$ cat src/rtl/wdog_pkg.sv
package wdog_pkg;

  // Field positions in the control word (decoded by the control unit)
  localparam int CNT_FIELD_W = 8;
  localparam int CMD_BIT     = 8;
  localparam int KEY_LSB     = 9;
  localparam int KEY_W       = 7;
  localparam int KEY_MSB     = KEY_LSB + KEY_W - 1;

  typedef enum logic [1:0] {
    STAGE_COUNT   = 2'd0,
    STAGE_GRACE   = 2'd1,
    STAGE_TRIPPED = 2'd2
  } stage_e;

  // Strobes from control to the counter datapath
  typedef struct packed {
    logic load;   // load from control word count field
    logic dec;    // decrement by one
    logic grace;  // reload grace count
    logic clear;  // force to zero
  } cntStrobes_t;

endpackage

$ cat src/rtl/wdog_counter.sv
module wdog_counter
  import wdog_pkg::*;
#(
  parameter int CNT_W       = 9,
  parameter int GRACE_TICKS = 10
) (
  input  logic                   clk,
  input  logic                   rstN,
  input  cntStrobes_t            strobes,
  input  logic [CNT_FIELD_W-1:0] loadField,
  output logic [CNT_W-1:0]       countQ,
  output logic                   lastTick
);

  localparam logic [CNT_W-1:0] ZERO_LOAD  = CNT_W'(1 << CNT_FIELD_W);
  localparam logic [CNT_W-1:0] GRACE_LOAD = CNT_W'(GRACE_TICKS);
  localparam logic [CNT_W-1:0] ONE        = CNT_W'(1);

  logic [CNT_W-1:0] loadValue;

  always_comb begin
    if (loadField == '0) loadValue = ZERO_LOAD;
    else                 loadValue = CNT_W'(loadField);
  end

  always_ff @(posedge clk) begin
    if (!rstN)              countQ <= '0;
    else if (strobes.load)  countQ <= loadValue;
    else if (strobes.clear) countQ <= '0;
    else if (strobes.grace) countQ <= GRACE_LOAD;
    else if (strobes.dec)   countQ <= countQ - ONE;
  end

  assign lastTick = (countQ == ONE);

  // a zero field is taken as the full 256-tick period
  p_zero_means_full_r4: assert property (@(posedge clk) disable iff (!rstN)
    strobes.load && (loadField == '0) |=> countQ == ZERO_LOAD);

  // a decrement removes exactly one tick
  p_dec_one_step_r5: assert property (@(posedge clk) disable iff (!rstN)
    strobes.dec |=> countQ == $past(countQ) - ONE);

  // grace reload lands on the parameter value
  p_grace_value_r6: assert property (@(posedge clk) disable iff (!rstN)
    strobes.grace && !strobes.load |=> countQ == GRACE_LOAD);

endmodule

$ cat src/rtl/wdog_ctrl.sv
module wdog_ctrl
  import wdog_pkg::*;
#(
  parameter int              ADDR_W      = 8,
  parameter logic [ADDR_W-1:0] CTRL_OFFSET = 8'h40
) (
  input  logic              clk,
  input  logic              rstN,
  input  logic              wrEn,
  input  logic [ADDR_W-1:0] wrAddr,
  input  logic [31:0]       wrData,
  input  logic              tickEn,
  input  logic              lastTick,
  output cntStrobes_t       strobes,
  output logic [31:0]       ctrlQ,
  output stage_e            stageQ,
  output logic              runningQ,
  output logic              nmiQ,
  output logic              resetReqQ
);

  logic [KEY_W-1:0] storedKey;
  logic [KEY_W-1:0] newKey;
  logic             armed;
  logic             keyOk;
  logic             accept;
  logic             tickAct;
  logic             expire;

  assign storedKey = ctrlQ[KEY_MSB:KEY_LSB];
  assign newKey    = wrData[KEY_MSB:KEY_LSB];
  assign armed     = ctrlQ[CMD_BIT];
  assign keyOk     = !armed || (newKey == ~storedKey);
  assign accept    = wrEn && (wrAddr == CTRL_OFFSET) && keyOk;
  assign tickAct   = runningQ && tickEn && !accept;
  assign expire    = tickAct && lastTick;

  always_comb begin
    strobes       = '0;
    strobes.load  = accept;
    strobes.dec   = tickAct && !lastTick;
    strobes.grace = expire && (stageQ == STAGE_COUNT);
    strobes.clear = expire && (stageQ == STAGE_GRACE);
  end

  always_ff @(posedge clk) begin
    if (!rstN) begin
      ctrlQ     <= '0;
      stageQ    <= STAGE_COUNT;
      runningQ  <= 1'b0;
      nmiQ      <= 1'b0;
      resetReqQ <= 1'b0;
    end else begin
      resetReqQ <= 1'b0;
      if (accept) begin
        ctrlQ    <= wrData;
        runningQ <= wrData[CMD_BIT];
        stageQ   <= STAGE_COUNT;
        nmiQ     <= 1'b0;
      end else if (expire) begin
        if (stageQ == STAGE_COUNT) begin
          stageQ <= STAGE_GRACE;
          nmiQ   <= 1'b1;
        end else begin
          stageQ    <= STAGE_TRIPPED;
          runningQ  <= 1'b0;
          resetReqQ <= 1'b1;
        end
      end
    end
  end

  // a write with the wrong key while armed leaves the word alone
  p_key_lock_r3: assert property (@(posedge clk) disable iff (!rstN)
    wrEn && (wrAddr == CTRL_OFFSET) && armed && (newKey != ~storedKey)
    |=> $stable(ctrlQ));

  // an accepted write clears the escalation
  p_refresh_clears_r8: assert property (@(posedge clk) disable iff (!rstN)
    accept |=> !nmiQ && (stageQ == STAGE_COUNT));

  // the interrupt rises only on the step into the grace stage
  p_nmi_rise_r6: assert property (@(posedge clk) disable iff (!rstN)
    $rose(nmiQ) |-> (stageQ == STAGE_GRACE) && ($past(stageQ) == STAGE_COUNT));

  // the reset request is a single-cycle pulse
  p_reset_pulse_r7: assert property (@(posedge clk) disable iff (!rstN)
    resetReqQ |=> !resetReqQ);

  // a reset request is always preceded by the interrupt
  p_reset_after_nmi_r7: assert property (@(posedge clk) disable iff (!rstN)
    resetReqQ |-> nmiQ && (stageQ == STAGE_TRIPPED));

endmodule

$ cat src/rtl/wdog_keyed.sv
module wdog_keyed
  import wdog_pkg::*;
#(
  parameter int                ADDR_W      = 8,
  parameter logic [ADDR_W-1:0] CTRL_OFFSET = 8'h40,
  parameter logic [ADDR_W-1:0] STAT_OFFSET = 8'h44,
  parameter int                GRACE_TICKS = 10
) (
  input  logic              clk,
  input  logic              rstN,
  input  logic              tickEn,
  input  logic              regWrEn,
  input  logic [ADDR_W-1:0] regAddr,
  input  logic [31:0]       regWrData,
  output logic [31:0]       regRdData,
  output logic              nmiOut,
  output logic              resetReqOut
);

  localparam int CNT_W     = CNT_FIELD_W + 1;
  localparam int STAGE_LSB = 16;

  cntStrobes_t      strobes;
  logic [31:0]      ctrlQ;
  stage_e           stageQ;
  logic             runningQ;
  logic [CNT_W-1:0] countQ;
  logic             lastTick;

  wdog_ctrl #(
    .ADDR_W     (ADDR_W),
    .CTRL_OFFSET(CTRL_OFFSET)
  ) ctrl_i (
    .clk      (clk),
    .rstN     (rstN),
    .wrEn     (regWrEn),
    .wrAddr   (regAddr),
    .wrData   (regWrData),
    .tickEn   (tickEn),
    .lastTick (lastTick),
    .strobes  (strobes),
    .ctrlQ    (ctrlQ),
    .stageQ   (stageQ),
    .runningQ (runningQ),
    .nmiQ     (nmiOut),
    .resetReqQ(resetReqOut)
  );

  wdog_counter #(
    .CNT_W      (CNT_W),
    .GRACE_TICKS(GRACE_TICKS)
  ) counter_i (
    .clk      (clk),
    .rstN     (rstN),
    .strobes  (strobes),
    .loadField(regWrData[CNT_FIELD_W-1:0]),
    .countQ   (countQ),
    .lastTick (lastTick)
  );

  always_comb begin
    regRdData = '0;
    if (regAddr == CTRL_OFFSET) begin
      regRdData = ctrlQ;
    end else if (regAddr == STAT_OFFSET) begin
      regRdData[CNT_W-1:0]             = countQ;
      regRdData[STAGE_LSB+1:STAGE_LSB] = stageQ;
    end
  end

  // a stopped watchdog keeps its count when no write arrives
  p_stopped_holds_r5: assert property (@(posedge clk) disable iff (!rstN)
    !runningQ && !regWrEn |=> $stable(countQ));

  // once tripped with no write, the count stays at zero
  p_tripped_idle_r7: assert property (@(posedge clk) disable iff (!rstN)
    (stageQ == STAGE_TRIPPED) && !regWrEn |=> countQ == '0);

endmodule

$ cat config.mk
export PLATFORM = sky130hd
export DESIGN_NAME = wdog_keyed
export DESIGN_NICKNAME = d
export VERILOG_FILES = /design/src/rtl/wdog_pkg.sv /design/src/rtl/wdog_counter.sv /design/src/rtl/wdog_ctrl.sv /design/src/rtl/wdog_keyed.sv
export SDC_FILE = /design/constraint.sdc
export NUM_CORES = 1
export LEC_CHECK = 0
export CAP_MARGIN = 20
export CORE_MARGIN = 5
export CORE_UTILIZATION = 35
export CTS_CLUSTER_DIAMETER = 120
export DETAILED_ROUTE_END_ITERATION = 10
export MAX_ROUTING_LAYER = met4
export PLACE_DENSITY = 0.71
export SLEW_MARGIN = 20
export SYNTH_ARGS = -nofsm -noshare
export SYNTH_HDL_FRONTEND = slang
export SYNTH_SLANG_ARGS = --single-unit
$ cat constraint.sdc
create_clock -name clk -period 1.9 [get_ports clk]
set_input_delay 0.19 -clock clk [delete_from_list [all_inputs] [get_ports clk]]
set_output_delay 0.19 -clock clk [all_outputs]
set_load 0.02 [all_outputs]
==> qor.yml <==
crit_family: "buffers and inverters"
num_rows: 30
clk_pin_slew_ns: 0.09
avgRoutedWirePerCell_microns: 15.7
hpwlAfterDp_microns: 5260
cts-htree-levels: 2
via_per_inst: 5.28
max-slew-margin-rel_pct: 59.6
cpMaxStageDelayCell: "clkdlybuf4s50_1"
die_h_microns: 93.3
vias: 2556
critPathLaunchType: "input pin"
ff2ff_setup_slack_ns: 0.08
r2r_start: "ctrl_i.ctrlQ[10]$_SDFFE_PN0P_"
min_path_cells: 3
power.total_mw: 1.84
ios: 78
required_ns: 1.71
fillers: 676
cts_tree: "done"
wl_microns: 7620
slowest_delay_ns: 0.46
syn_nets: 338
fin_skew_ns: 0.00848
crit_fanout: 14
port_buffers: 77
grt_overflow: 0
fin_ws_ns: 0.0544
gp_congestion: 0.951
grt_max_degree: 28
grt_usage_pct: 17.7
status: "finished, final reports clean"
tightest_slew_ns: 0.605
finalSetupViolations: 0
drt-initial-drc-count: 177
cp.arrival_ns: 1.66
synthCells: 292
ys_warn_count: 0
r2r_cells: 7
synth_area_sq_um: 2430
core_area_sq_um: 6790
antenna_found_initial: 0
first_pass_iters: 4
area_growth_pct: 46.8
layout_min_cycle_time_ns: 1.85
grt_pass1_vias: 2435
peakVddDrop_v: 0.000289
post-route-util_pct: 52.5
final_nets: 433
cts_root_buffer: "clkbuf_8"
slew_viol_final: 0
cts.sinks: 46
use_met2_pct: 27.5
cap_violations: 0
path_class: "in2out"
syn_area_per_cell_sq_um: 8.32
cp_num_buf_inv: 4
hold_start: "regWrData[10]"
dieArea_sq_um: 8710
holdWs_ns: 0.182
rsz0062_at_grt: "yes"
place_ws_ns: -0.478
hold_violations: 0
initial_utilization_pct: 35.8
placed_area_sq_um: 3420
use_met1_pct: 23.3
insertedDiodeCount: 0
die_w_microns: 93.3
gr-usage-met3_pct: 2.74
p_leak_nw: 1.39
final_area_sq_um: 3570
worstPathCellList: "clkdlybuf4s50_1 > nor2_1 > and4b_2 > buf_4 > buf_12 > a22o_1 > buf_2"
grt_first_pass_wirelength_microns: 12100
fmax_ghz: 0.542
synth-seq-area-share_pct: 37.9
yosysUniqueCellTypes: 43
hold_end: "ctrl_i.ctrlQ[10]$_SDFFE_PN0P_"
power_density_nw_per_um2: 516
ant_nets: 0
layout-drive-gt1-share_pct: 24.5
clk_path_buf_depth: 2
cp-end-kind: "primary output"
cts_hold_buf: 0
numCtsBuffers: 5
ys_ff_latch: 46
timing.rr.end: "ctrl_i.ctrlQ[30]$_SDFFE_PN0P_"
grt_busiest_layer: "met2"
clock_latency_ns: 0.30
fin_crit_sh_pct: 97.1
hold_path.class: "in2reg"
drc: 0
-- tightest hold or removal path, cell delays in order --
cell and delay, ns:
dlymetal6s2s_1 0.14, nand3_1 0.07, a21oi_1 0.05
-- cell usage in the layout (no fill, tap or decap), types with 11 or more instances in the layout --
cell type / Yosys / layout
o21ai_0: 27 / 25
buf_2: 6 / 24
nand2_1: 22 / 22
o21ai_1: 9 / 11
and2_1: 23 / 19
a22o_1: 11 / 11
nand3_1: 24 / 24
buf_4: 4 / 32
dfxtp_1: 46 / 42
a21oi_1: 24 / 24
clkdlybuf4s50_1: 0 / 37
-- worst max-delay path by stage --
stage / from / to / slack [ns] / cells past startpoint
after floorplan: counter_i.countQ[1]$_SDFFE_PN0P_ / counter_i.countQ[3]$_SDFFE_PN0P_ / 0.26 / 8
final: regAddr[1] / regRdData[17] / 0.05 / 7
after global routing: ctrl_i.ctrlQ[10]$_SDFFE_PN0P_ / ctrl_i.ctrlQ[30]$_SDFFE_PN0P_ / -0.04 / 7
after global placement: regAddr[0] / regRdData[17] / -0.44 / 6
after detailed placement: regAddr[0] / regRdData[17] / -0.48 / 6
after CTS: regAddr[7] / regRdData[26] / 0.01 / 8
-- metrics by stage --
stage / cells / setup TNS [ns]
finish: 484 / 0
global route: 484 / -0.0847
CTS: 481 / 0
detailed placement: 469 / -24.32
global placement: 469 / -20.75
floorplan: 292 / 0
-- registers in the layout, summed over array words and instances, names as in the netlist --
signal,flops
ctrl_i.nmiQ,1
ctrl_i.ctrlQ,32
ctrl_i.resetReqQ,1
ctrl_i.runningQ,1
counter_i.countQ,9
ctrl_i.stageQ,2
-- area by class of cell --
cell class	instances	area, sq um	share of cell area (%)
inverter	5	18.8	0.526
tap	96	120	3.37
multi-input combinational	216	1370	38.5
clock inverter	1	30.0	0.842
sequential	46	926	26.0
clock buffer	7	76.3	2.14
timing repair buffer	113	1020	28.7
-- cell families after synthesis --
family	after synthesis	synth area share (%)
AOI/OAI and AO/OA	93	24.0
xor gates and xnor gates	7	2.52
adders and majority gates	2	1.03
buffers and inverters	30	6.49
DFF	46	37.9
muxes	9	3.76
and+or+nand+nor	105	24.3
-- cells in the mapped netlist --
cell type,number,area (sq um)
dfxtp_1,46,921
o21ai_0,27,135
a21oi_1,24,120
nand3_1,24,120
and2_1,23,144
nand2_1,22,82.6
clkbuf_1,12,45.0
a22o_1,11,96.3
o21ai_1,9,45.0
mux2i_1,8,80.1
nand4_1,8,50.1
buf_2,6,30.0
nor2_1,6,22.5
nor3_1,6,30.0
a31oi_1,5,31.3
inv_1,5,18.8
nor4_1,5,31.3
o31ai_1,5,37.5
buf_4,4,30.0
o211ai_1,4,30.0
xor2_1,4,35.0
buf_6,3,33.8
xnor2_1,3,26.3
ha_1,2,25.0
nand2_2,2,12.5
a2111oi_0,1,8.76
a21o_1,1,7.51
a311oi_1,1,8.76
a32oi_1,1,8.76
and2_2,1,7.51
and4_1,1,8.76
and4b_1,1,10.0
mux2_2,1,11.3
nor2_8,1,20.0
nor3_2,1,10.0
nor4_2,1,12.5
nor4b_2,1,15.0
o2111ai_1,1,8.76
o21a_1,1,7.51
o41a_1,1,11.3
o41ai_4,1,27.5
or2_2,1,6.26
or3_1,1,6.26
-- where the power goes --
part           internal (mW)  switching, mW
logic                 0.0943         0.0584
clock network          0.394          0.326
registers              0.964        0.00117
total                   1.45          0.386
-- repair_timing --
item | in CTS | in global routing
pin swaps | 2 | 6
endpoints found under the setup margin | 32 | 43
gates cloned | 2 | 1
buffers inserted | 2 | 2
hold endpoints to repair | 0 | 0
resized for setup | 132 | 34
-- layer usage --
metal | wire (microns) | vias to the layer above
li1 | - | 1257
met1 | 3550 | 1201
met2 | 3520 | 90
met3 | 408 | 8
met4 | 134 | 0
met5 | 0 | -
No activity file was read; power rests on OpenSTA's default activity.
